File: config.mk
export PLATFORM = sky130hd
export DESIGN_NAME = nic_ctrl_core
export DESIGN_NICKNAME = d
export VERILOG_FILES = /design/src/rtl/nic_ctrl_pkg.sv /design/src/rtl/nic_event_map.sv /design/src/rtl/nic_cmd_reg.sv /design/src/rtl/nic_status_reg.sv /design/src/rtl/nic_reg_read.sv /design/src/rtl/nic_ctrl_core.sv
export SDC_FILE = /design/constraint.sdc
export NUM_CORES = 1
export LEC_CHECK = 0
export CORE_MARGIN = 2
export CORE_UTILIZATION = 50
export CTS_CLUSTER_SIZE = 28
export DETAILED_ROUTE_END_ITERATION = 6
export MAX_ROUTING_LAYER = met4
export PLACE_DENSITY = 0.83
export SLEW_MARGIN = 20
export SYNTH_ARGS = -nofsm -noshare
export SYNTH_HDL_FRONTEND = slang
export SYNTH_SLANG_ARGS = --single-unit
export TNS_END_PERCENT = 100
File: constraint.sdc
create_clock -name clk -period 4.3 [get_ports clk]
set_input_delay 0.645 -clock clk [delete_from_list [all_inputs] [get_ports clk]]
set_output_delay 0.645 -clock clk [all_outputs]
set_load 0.02 [all_outputs]
File: src/rtl/nic_ctrl_pkg.sv
package nic_ctrl_pkg;
  localparam int REG_W  = 8;
  localparam int NUM_EV = 7;

  localparam int CMD_STOP  = 0;
  localparam int CMD_START = 1;
  localparam int CMD_TX    = 2;
  localparam int CMD_RD_LO = 3;
  localparam int CMD_RD_HI = 5;
  localparam int CMD_PG_LO = 6;
  localparam int CMD_PG_HI = 7;

  localparam int ST_RX_OK  = 0;
  localparam int ST_TX_OK  = 1;
  localparam int ST_RX_ERR = 2;
  localparam int ST_TX_ERR = 3;
  localparam int ST_RING   = 4;
  localparam int ST_TALLY  = 5;
  localparam int ST_DMA    = 6;
  localparam int ST_RESET  = 7;

  localparam logic [REG_W-1:0] CMD_RST_VAL  = 8'h01;
  localparam logic [REG_W-1:0] STAT_RST_VAL = 8'h80;
  localparam logic [CMD_RD_HI-CMD_RD_LO:0] RD_DONE = 3'b100;

  typedef struct packed {
    logic dma_done;
    logic tally_msb;
    logic ring_full;
    logic tx_ok;
    logic tx_collide;
    logic tx_underrun;
    logic rx_ok;
    logic rx_crc;
    logic rx_align;
    logic rx_overrun;
    logic rx_missed;
  } nic_evt_t;
endpackage

File: src/rtl/nic_event_map.sv
module nic_event_map
  import nic_ctrl_pkg::*;
(
  input  nic_evt_t          evt,
  output logic [NUM_EV-1:0] set_vec,
  output logic              tx_done
);
  always_comb begin
    set_vec            = '0;
    set_vec[ST_RX_OK]  = evt.rx_ok;
    set_vec[ST_TX_OK]  = evt.tx_ok;
    set_vec[ST_RX_ERR] = evt.rx_crc | evt.rx_align | evt.rx_overrun | evt.rx_missed;
    set_vec[ST_TX_ERR] = evt.tx_collide | evt.tx_underrun;
    set_vec[ST_RING]   = evt.ring_full;
    set_vec[ST_TALLY]  = evt.tally_msb;
    set_vec[ST_DMA]    = evt.dma_done;
    tx_done            = evt.tx_ok | evt.tx_collide | evt.tx_underrun;
  end
endmodule

File: src/rtl/nic_cmd_reg.sv
module nic_cmd_reg
  import nic_ctrl_pkg::*;
(
  input  logic             clk,
  input  logic             rst,
  input  logic             wr,
  input  logic [REG_W-1:0] wdata,
  input  logic             tx_done,
  input  logic             dma_done,
  output logic [REG_W-1:0] cmd_q,
  output logic             run_q
);
  always_ff @(posedge clk) begin
    if (rst) begin
      cmd_q <= CMD_RST_VAL;
      run_q <= 1'b0;
    end else begin
      if (wr) begin
        cmd_q[CMD_PG_HI:CMD_PG_LO] <= wdata[CMD_PG_HI:CMD_PG_LO];
        cmd_q[CMD_RD_HI:CMD_RD_LO] <= wdata[CMD_RD_HI:CMD_RD_LO];
        cmd_q[CMD_START]           <= wdata[CMD_START];
        cmd_q[CMD_STOP]            <= wdata[CMD_STOP];
        run_q                      <= wdata[CMD_START] & ~wdata[CMD_STOP];
      end else if (dma_done) begin
        cmd_q[CMD_RD_HI:CMD_RD_LO] <= RD_DONE;
      end
      if (wr && wdata[CMD_TX]) begin
        cmd_q[CMD_TX] <= 1'b1;
      end else if (tx_done) begin
        cmd_q[CMD_TX] <= 1'b0;
      end
    end
  end
endmodule

File: src/rtl/nic_status_reg.sv
module nic_status_reg
  import nic_ctrl_pkg::*;
(
  input  logic              clk,
  input  logic              rst,
  input  logic [NUM_EV-1:0] set_vec,
  input  logic [NUM_EV-1:0] clr_vec,
  input  logic              stop_set,
  input  logic              start_clr,
  input  logic              mask_wr,
  input  logic [REG_W-1:0]  wdata,
  output logic [REG_W-1:0]  stat_q,
  output logic [REG_W-1:0]  mask_q,
  output logic              irq_q
);
  logic [REG_W-1:0] stat_d;
  logic [REG_W-1:0] mask_d;

  for (genvar i = 0; i < NUM_EV; i++) begin : g_flag
    assign stat_d[i] = set_vec[i] | (stat_q[i] & ~clr_vec[i]);
  end
  assign stat_d[ST_RESET] = stop_set | (stat_q[ST_RESET] & ~start_clr);
  assign mask_d = mask_wr ? wdata : mask_q;

  always_ff @(posedge clk) begin
    if (rst) begin
      stat_q <= STAT_RST_VAL;
      mask_q <= '0;
      irq_q  <= 1'b0;
    end else begin
      stat_q <= stat_d;
      mask_q <= mask_d;
      irq_q  <= |(stat_d[NUM_EV-1:0] & mask_d[NUM_EV-1:0]);
    end
  end
endmodule

File: src/rtl/nic_reg_read.sv
module nic_reg_read
  import nic_ctrl_pkg::*;
#(
  parameter int                ADDR_W    = 4,
  parameter logic [ADDR_W-1:0] CMD_ADDR  = ADDR_W'(0),
  parameter logic [ADDR_W-1:0] STAT_ADDR = ADDR_W'(7),
  parameter logic [ADDR_W-1:0] MASK_ADDR = ADDR_W'(15)
) (
  input  logic              clk,
  input  logic              rst,
  input  logic              rd,
  input  logic [ADDR_W-1:0] addr,
  input  logic              page0,
  input  logic [REG_W-1:0]  cmd_q,
  input  logic [REG_W-1:0]  stat_q,
  input  logic [REG_W-1:0]  mask_q,
  output logic [REG_W-1:0]  rdata_q
);
  logic [REG_W-1:0] sel;

  always_comb begin
    sel = '0;
    if (addr == CMD_ADDR)                sel = cmd_q;
    else if (page0 && addr == STAT_ADDR) sel = stat_q;
    else if (page0 && addr == MASK_ADDR) sel = mask_q;
  end

  always_ff @(posedge clk) begin
    if (rst)     rdata_q <= '0;
    else if (rd) rdata_q <= sel;
  end
endmodule

File: src/rtl/nic_ctrl_core.sv
module nic_ctrl_core
  import nic_ctrl_pkg::*;
#(
  parameter int                ADDR_W    = 4,
  parameter logic [ADDR_W-1:0] CMD_ADDR  = ADDR_W'(0),
  parameter logic [ADDR_W-1:0] STAT_ADDR = ADDR_W'(7),
  parameter logic [ADDR_W-1:0] MASK_ADDR = ADDR_W'(15)
) (
  input  logic              clk,
  input  logic              rst,
  input  logic              wr_en,
  input  logic              rd_en,
  input  logic [ADDR_W-1:0] addr,
  input  logic [7:0]        wdata,
  output logic [7:0]        rdata,
  input  logic              ev_dma_done,
  input  logic              ev_tally_msb,
  input  logic              ev_ring_full,
  input  logic              ev_tx_ok,
  input  logic              ev_tx_collide,
  input  logic              ev_tx_underrun,
  input  logic              ev_rx_ok,
  input  logic              ev_rx_crc,
  input  logic              ev_rx_align,
  input  logic              ev_rx_overrun,
  input  logic              ev_rx_missed,
  output logic [1:0]        page_sel,
  output logic              running,
  output logic              tx_req,
  output logic              irq
);
  nic_evt_t          evt;
  logic [NUM_EV-1:0] set_vec;
  logic [NUM_EV-1:0] clr_vec;
  logic              tx_done;
  logic [REG_W-1:0]  cmd_q;
  logic [REG_W-1:0]  stat_q;
  logic [REG_W-1:0]  mask_q;
  logic              run_q;
  logic              irq_q;
  logic              page0;
  logic              cmd_wr;
  logic              stat_wr;
  logic              mask_wr;
  logic              stop_set;
  logic              start_clr;

  assign evt = '{dma_done: ev_dma_done, tally_msb: ev_tally_msb, ring_full: ev_ring_full,
                 tx_ok: ev_tx_ok, tx_collide: ev_tx_collide, tx_underrun: ev_tx_underrun,
                 rx_ok: ev_rx_ok, rx_crc: ev_rx_crc, rx_align: ev_rx_align,
                 rx_overrun: ev_rx_overrun, rx_missed: ev_rx_missed};

  assign page0     = (cmd_q[CMD_PG_HI:CMD_PG_LO] == 2'b00);
  assign cmd_wr    = wr_en && (addr == CMD_ADDR);
  assign stat_wr   = wr_en && page0 && (addr == STAT_ADDR);
  assign mask_wr   = wr_en && page0 && (addr == MASK_ADDR);
  assign stop_set  = cmd_wr && wdata[CMD_STOP];
  assign start_clr = cmd_wr && wdata[CMD_START] && !wdata[CMD_STOP];
  assign clr_vec   = stat_wr ? wdata[NUM_EV-1:0] : '0;

  nic_event_map u_evmap (
    .evt     (evt),
    .set_vec (set_vec),
    .tx_done (tx_done)
  );

  nic_cmd_reg u_cmd (
    .clk      (clk),
    .rst      (rst),
    .wr       (cmd_wr),
    .wdata    (wdata),
    .tx_done  (tx_done),
    .dma_done (ev_dma_done),
    .cmd_q    (cmd_q),
    .run_q    (run_q)
  );

  nic_status_reg u_stat (
    .clk       (clk),
    .rst       (rst),
    .set_vec   (set_vec),
    .clr_vec   (clr_vec),
    .stop_set  (stop_set),
    .start_clr (start_clr),
    .mask_wr   (mask_wr),
    .wdata     (wdata),
    .stat_q    (stat_q),
    .mask_q    (mask_q),
    .irq_q     (irq_q)
  );

  nic_reg_read #(
    .ADDR_W    (ADDR_W),
    .CMD_ADDR  (CMD_ADDR),
    .STAT_ADDR (STAT_ADDR),
    .MASK_ADDR (MASK_ADDR)
  ) u_rd (
    .clk     (clk),
    .rst     (rst),
    .rd      (rd_en),
    .addr    (addr),
    .page0   (page0),
    .cmd_q   (cmd_q),
    .stat_q  (stat_q),
    .mask_q  (mask_q),
    .rdata_q (rdata)
  );

  assign page_sel = cmd_q[CMD_PG_HI:CMD_PG_LO];
  assign running  = run_q;
  assign tx_req   = cmd_q[CMD_TX];
  assign irq      = irq_q;
endmodule

==> impl_metrics.yaml <==
worst_setup_path:
  cp_data_required_time_ps: 4530
  critPathLaunchType: "primary input"
  cp_slowest_stage_delay_ps: 520
  critical_path.cell_chain: "clkdlybuf4s50_1 > nand4_1 > nor4b_2 > buf_4 > mux2i_1 > o22ai_1 > o41a_1"
  timing.critical_path.max_delay_family: "buffers and inverters"
  end_kind: "flip-flop"
  critPathMaxFanout: 8
  timing_worst_setup_path_type: "primary input to flip-flop"
  crit_path_top_delay_cell: "clkdlybuf4s50_1"
  crit_buf_inv: 2
  cp.arrival_ps: 2650
clocking:
  clock_tree.buffer_depth: 2
  clock_insertion_delay_worst_skew_ps: 330
  cts.repair_timing.setup_buffer_count: 0
  cts_made_buffers: 5
  ctsResizeCount: 0
  clk_root_buffer_cell: "clkbuf_4"
  cts_hold_repair.buffers: 0
  cts_max_level: 2
  clock_slew_seen_by_the_registers_of_the_worst_setup_and_hold_paths_ps: 100
  cts_num_sinks: 34
  cts_tree: "built"
flow_run:
  cap_violations: 0
floorplan:
  floorplan.die.width_um: 56.7
  placementRows: 19
  floorplan.initialDensity_pct: 51.7
  placeableCoreArea_um2: 2690
  io-pin-count: 40
  die_area_um2: 3220
  die_height_um: 56.7
synthesis:
  ys_top_cells_by_area: "dfxtp_1, nor2_1, a222oi_1"
  synth.largest_area_cell: "dfxtp_1"
  synth_async_sr_flop_share_pct: 0
  ys.flop_type: "dfxtp_1"
  syn_area_per_cell_um2: 9.20
  syn_nets: 178
  yosysMostFrequentCell: "dfxtp_1"
  synth_top_area_share_pct: 49.0
  number_of_enable_type_register_cells_in_the_synthesized_netlist: 0
  synth_top_family_by_area: "simple AND/OR/NAND/NOR gates"
  netlist-cell-type-count: 27
  synth_simple_gate_area_share_pct: 23.0
  synth_compound_gate_area_share_pct: 18.2
  netlist_top_cells_count: "dfxtp_1, nor2_1, a21oi_1, nand2_1"
  share_of_synthesized_area_occupied_by_flip_flops_and_latches_pct: 49.0
  synth_cells: 151
  cell_area_after_synthesis_um2: 1390
  synth.yosys.warnings: 0
  synth-adder-area-share_pct: 0
  post_synth_xor_xnor_area_pct: 0
  synth_seq_cells: 34
  portion_of_netlist_area_occupied_by_mux_cells_pct: 5.77
global_routing:
  grt_antenna_before_repair: 0
  grt_util_all_layers_pct: 22.6
  via_count_of_the_first_global_routing_pass: 1203
  grt_overflow: 0
  grt_start_max_net_pins: 34
  grt_pass1_wl_mm: 5.44
timing:
  fin_skew_ps: 5.71
  max_slew_margin_pct: 41.1
  fin_setup_tns_ps: 0
  maxClockFrequency_ghz: 0.412
  post-route-period-util_pct: 56.5
  final_count_of_negative_setup_slack_endpoints: 0
  slew_at_the_pin_closest_to_its_max_slew_limit_ps: 877
  setup_repair_after_global_routing_missed_its_margin: "no"
  post-route-min-period_ps: 2430
  final_hold_viol_count: 0
  drv_slew: 0
finish:
  layout.cell_area.non_filler_um2: 1830
  area_growth_syn_to_layout_pct: 32.1
  filler_cell_count: 224
  final_net_count: 214
  layout_utilization_pct: 68.3
  antenna-diode-count: 0
  share_of_layout_cells_above_drive_strength_1_pct: 7.98
  multi_input_area_um2: 658
  seqCellArea_um2: 681
power:
  internal_power_mw: 0.447
  static-leakage-power_nw: 0.633
  power.switching_mw: 0.147
  clkPwrFrac_pct: 30.6
  swShare_pct: 24.7
  p_seq_share_pct: 56.2
  p_comb_share_pct: 13.2
  vdd.ir_drop.worst_mv: 0.292
  power_density_nw_per_um2: 324
  power_mw: 0.593
placement:
  place.port_buffers: 39
  dp_hpwl_mm: 2.50
  gp_congestion: 0.866
  detailed_place.area_um2: 1780
run_status:
  outcome: "finished, final reports clean"
drt:
  drt-vias-per-instance: 5.94
  first_pass_iters: 5
  routed-via-count: 1300
  antenna_violating_nets_post_route: 0
  finalWirelength_mm: 3.44
  drt_first_iter_violations: 94
  detail_route.drc_violations: 0
  routed_wire_length_per_instance_um: 15.7
worst_hold_path:
  worst_min_delay_path_category: "flip-flop to flip-flop"
[routing by layer]
layer  wire length [um]  vias up  global-route usage [%]
met5                  0        -                       -
met4                 23        0                    7.48
met3                253        4                    6.91
met2               1770       54                    37.9
met1               1400      616                    25.6
li1                   -      626                       -
[sequential cells by signal (all words and copies together) (netlist names)]
register / cells
u_cmd.cmd_q: 8
u_stat.mask_q: 8
u_cmd.run_q: 1
u_rd.rdata_q: 8
u_stat.stat_q: 8
u_stat.irq_q: 1
[cell families (layout without fill, tap and decap cells)]
group,Yosys count,in the layout
simple gates,62,62
compound gates,35,35
flops,34,34
mux,8,8
buf+inv,12,49
[power by group through the flow]
stage | Sequential (mW) | Combinational, mW | Clock, mW
global placement | 0.340 | 0.0763 | 0
CTS | 0.334 | 0.0787 | 0.185
global route | 0.335 | 0.0835 | 0.200
detailed placement | 0.341 | 0.0782 | 0
finish | 0.334 | 0.0781 | 0.182
floorplan | 0.345 | 0.0295 | 0
[path summary, 6_finish.rpt]
| path | from | to | slack (ps) | cells past startpoint |
|---|---|---|---|---|
| setup / recovery | addr[1] | u_stat.irq_q | 1870 | 7 |
| hold / removal | u_cmd.cmd_q[0] | u_cmd.cmd_q[0] | 460 | 2 |
| setup reg to reg | u_cmd.cmd_q[6] | u_stat.irq_q | 2390 | 5 |
| hold reg to reg | u_cmd.cmd_q[0] | u_cmd.cmd_q[0] | 460 | 2 |
[placed cells by master (no fill, tap or decap), drive strengths merged, types with 2 or more instances in the layout]
| master | instances |
|---|---|
| a211oi | 9 |
| a21oi | 14 |
| a222oi | 8 |
| buf | 2 |
| clkbuf | 7 |
| clkdlybuf4s50 | 38 |
| dfxtp | 34 |
| mux2i | 8 |
| nand2 | 14 |
| nand3 | 7 |
| nand3b | 3 |
| nor2 | 26 |
| nor3 | 3 |
| nor3b | 2 |
| nor4b | 2 |
| o22ai | 3 |
[metrics by stage]
step	hold WS [ps]	instances	setup WS (ps)
2_1_floorplan	422	151	2200
5_1_grt	482	219	1760
6_report	458	219	1870
4_1_cts	458	219	1880
3_3_place_gp	435	211	1600
3_5_place_dp	441	211	1520
[layout make-up]
cell class	count	area share, %
sequential	34	37.1
clock inverter	1	0.273
clock buffer	7	3.00
timing repair buffer	40	21.4
tap	31	2.11
inverter	1	0.205
multi-input combinational	105	35.9
[worst reg2reg max path, delay by kind of cell, from the launching register on]
kind               cells  cell delay, ps
DFF                    1             420
AOI/OAI and AO/OA      3             810
and+or+nand+nor        2             570
Power figures use the tool's default switching activity.
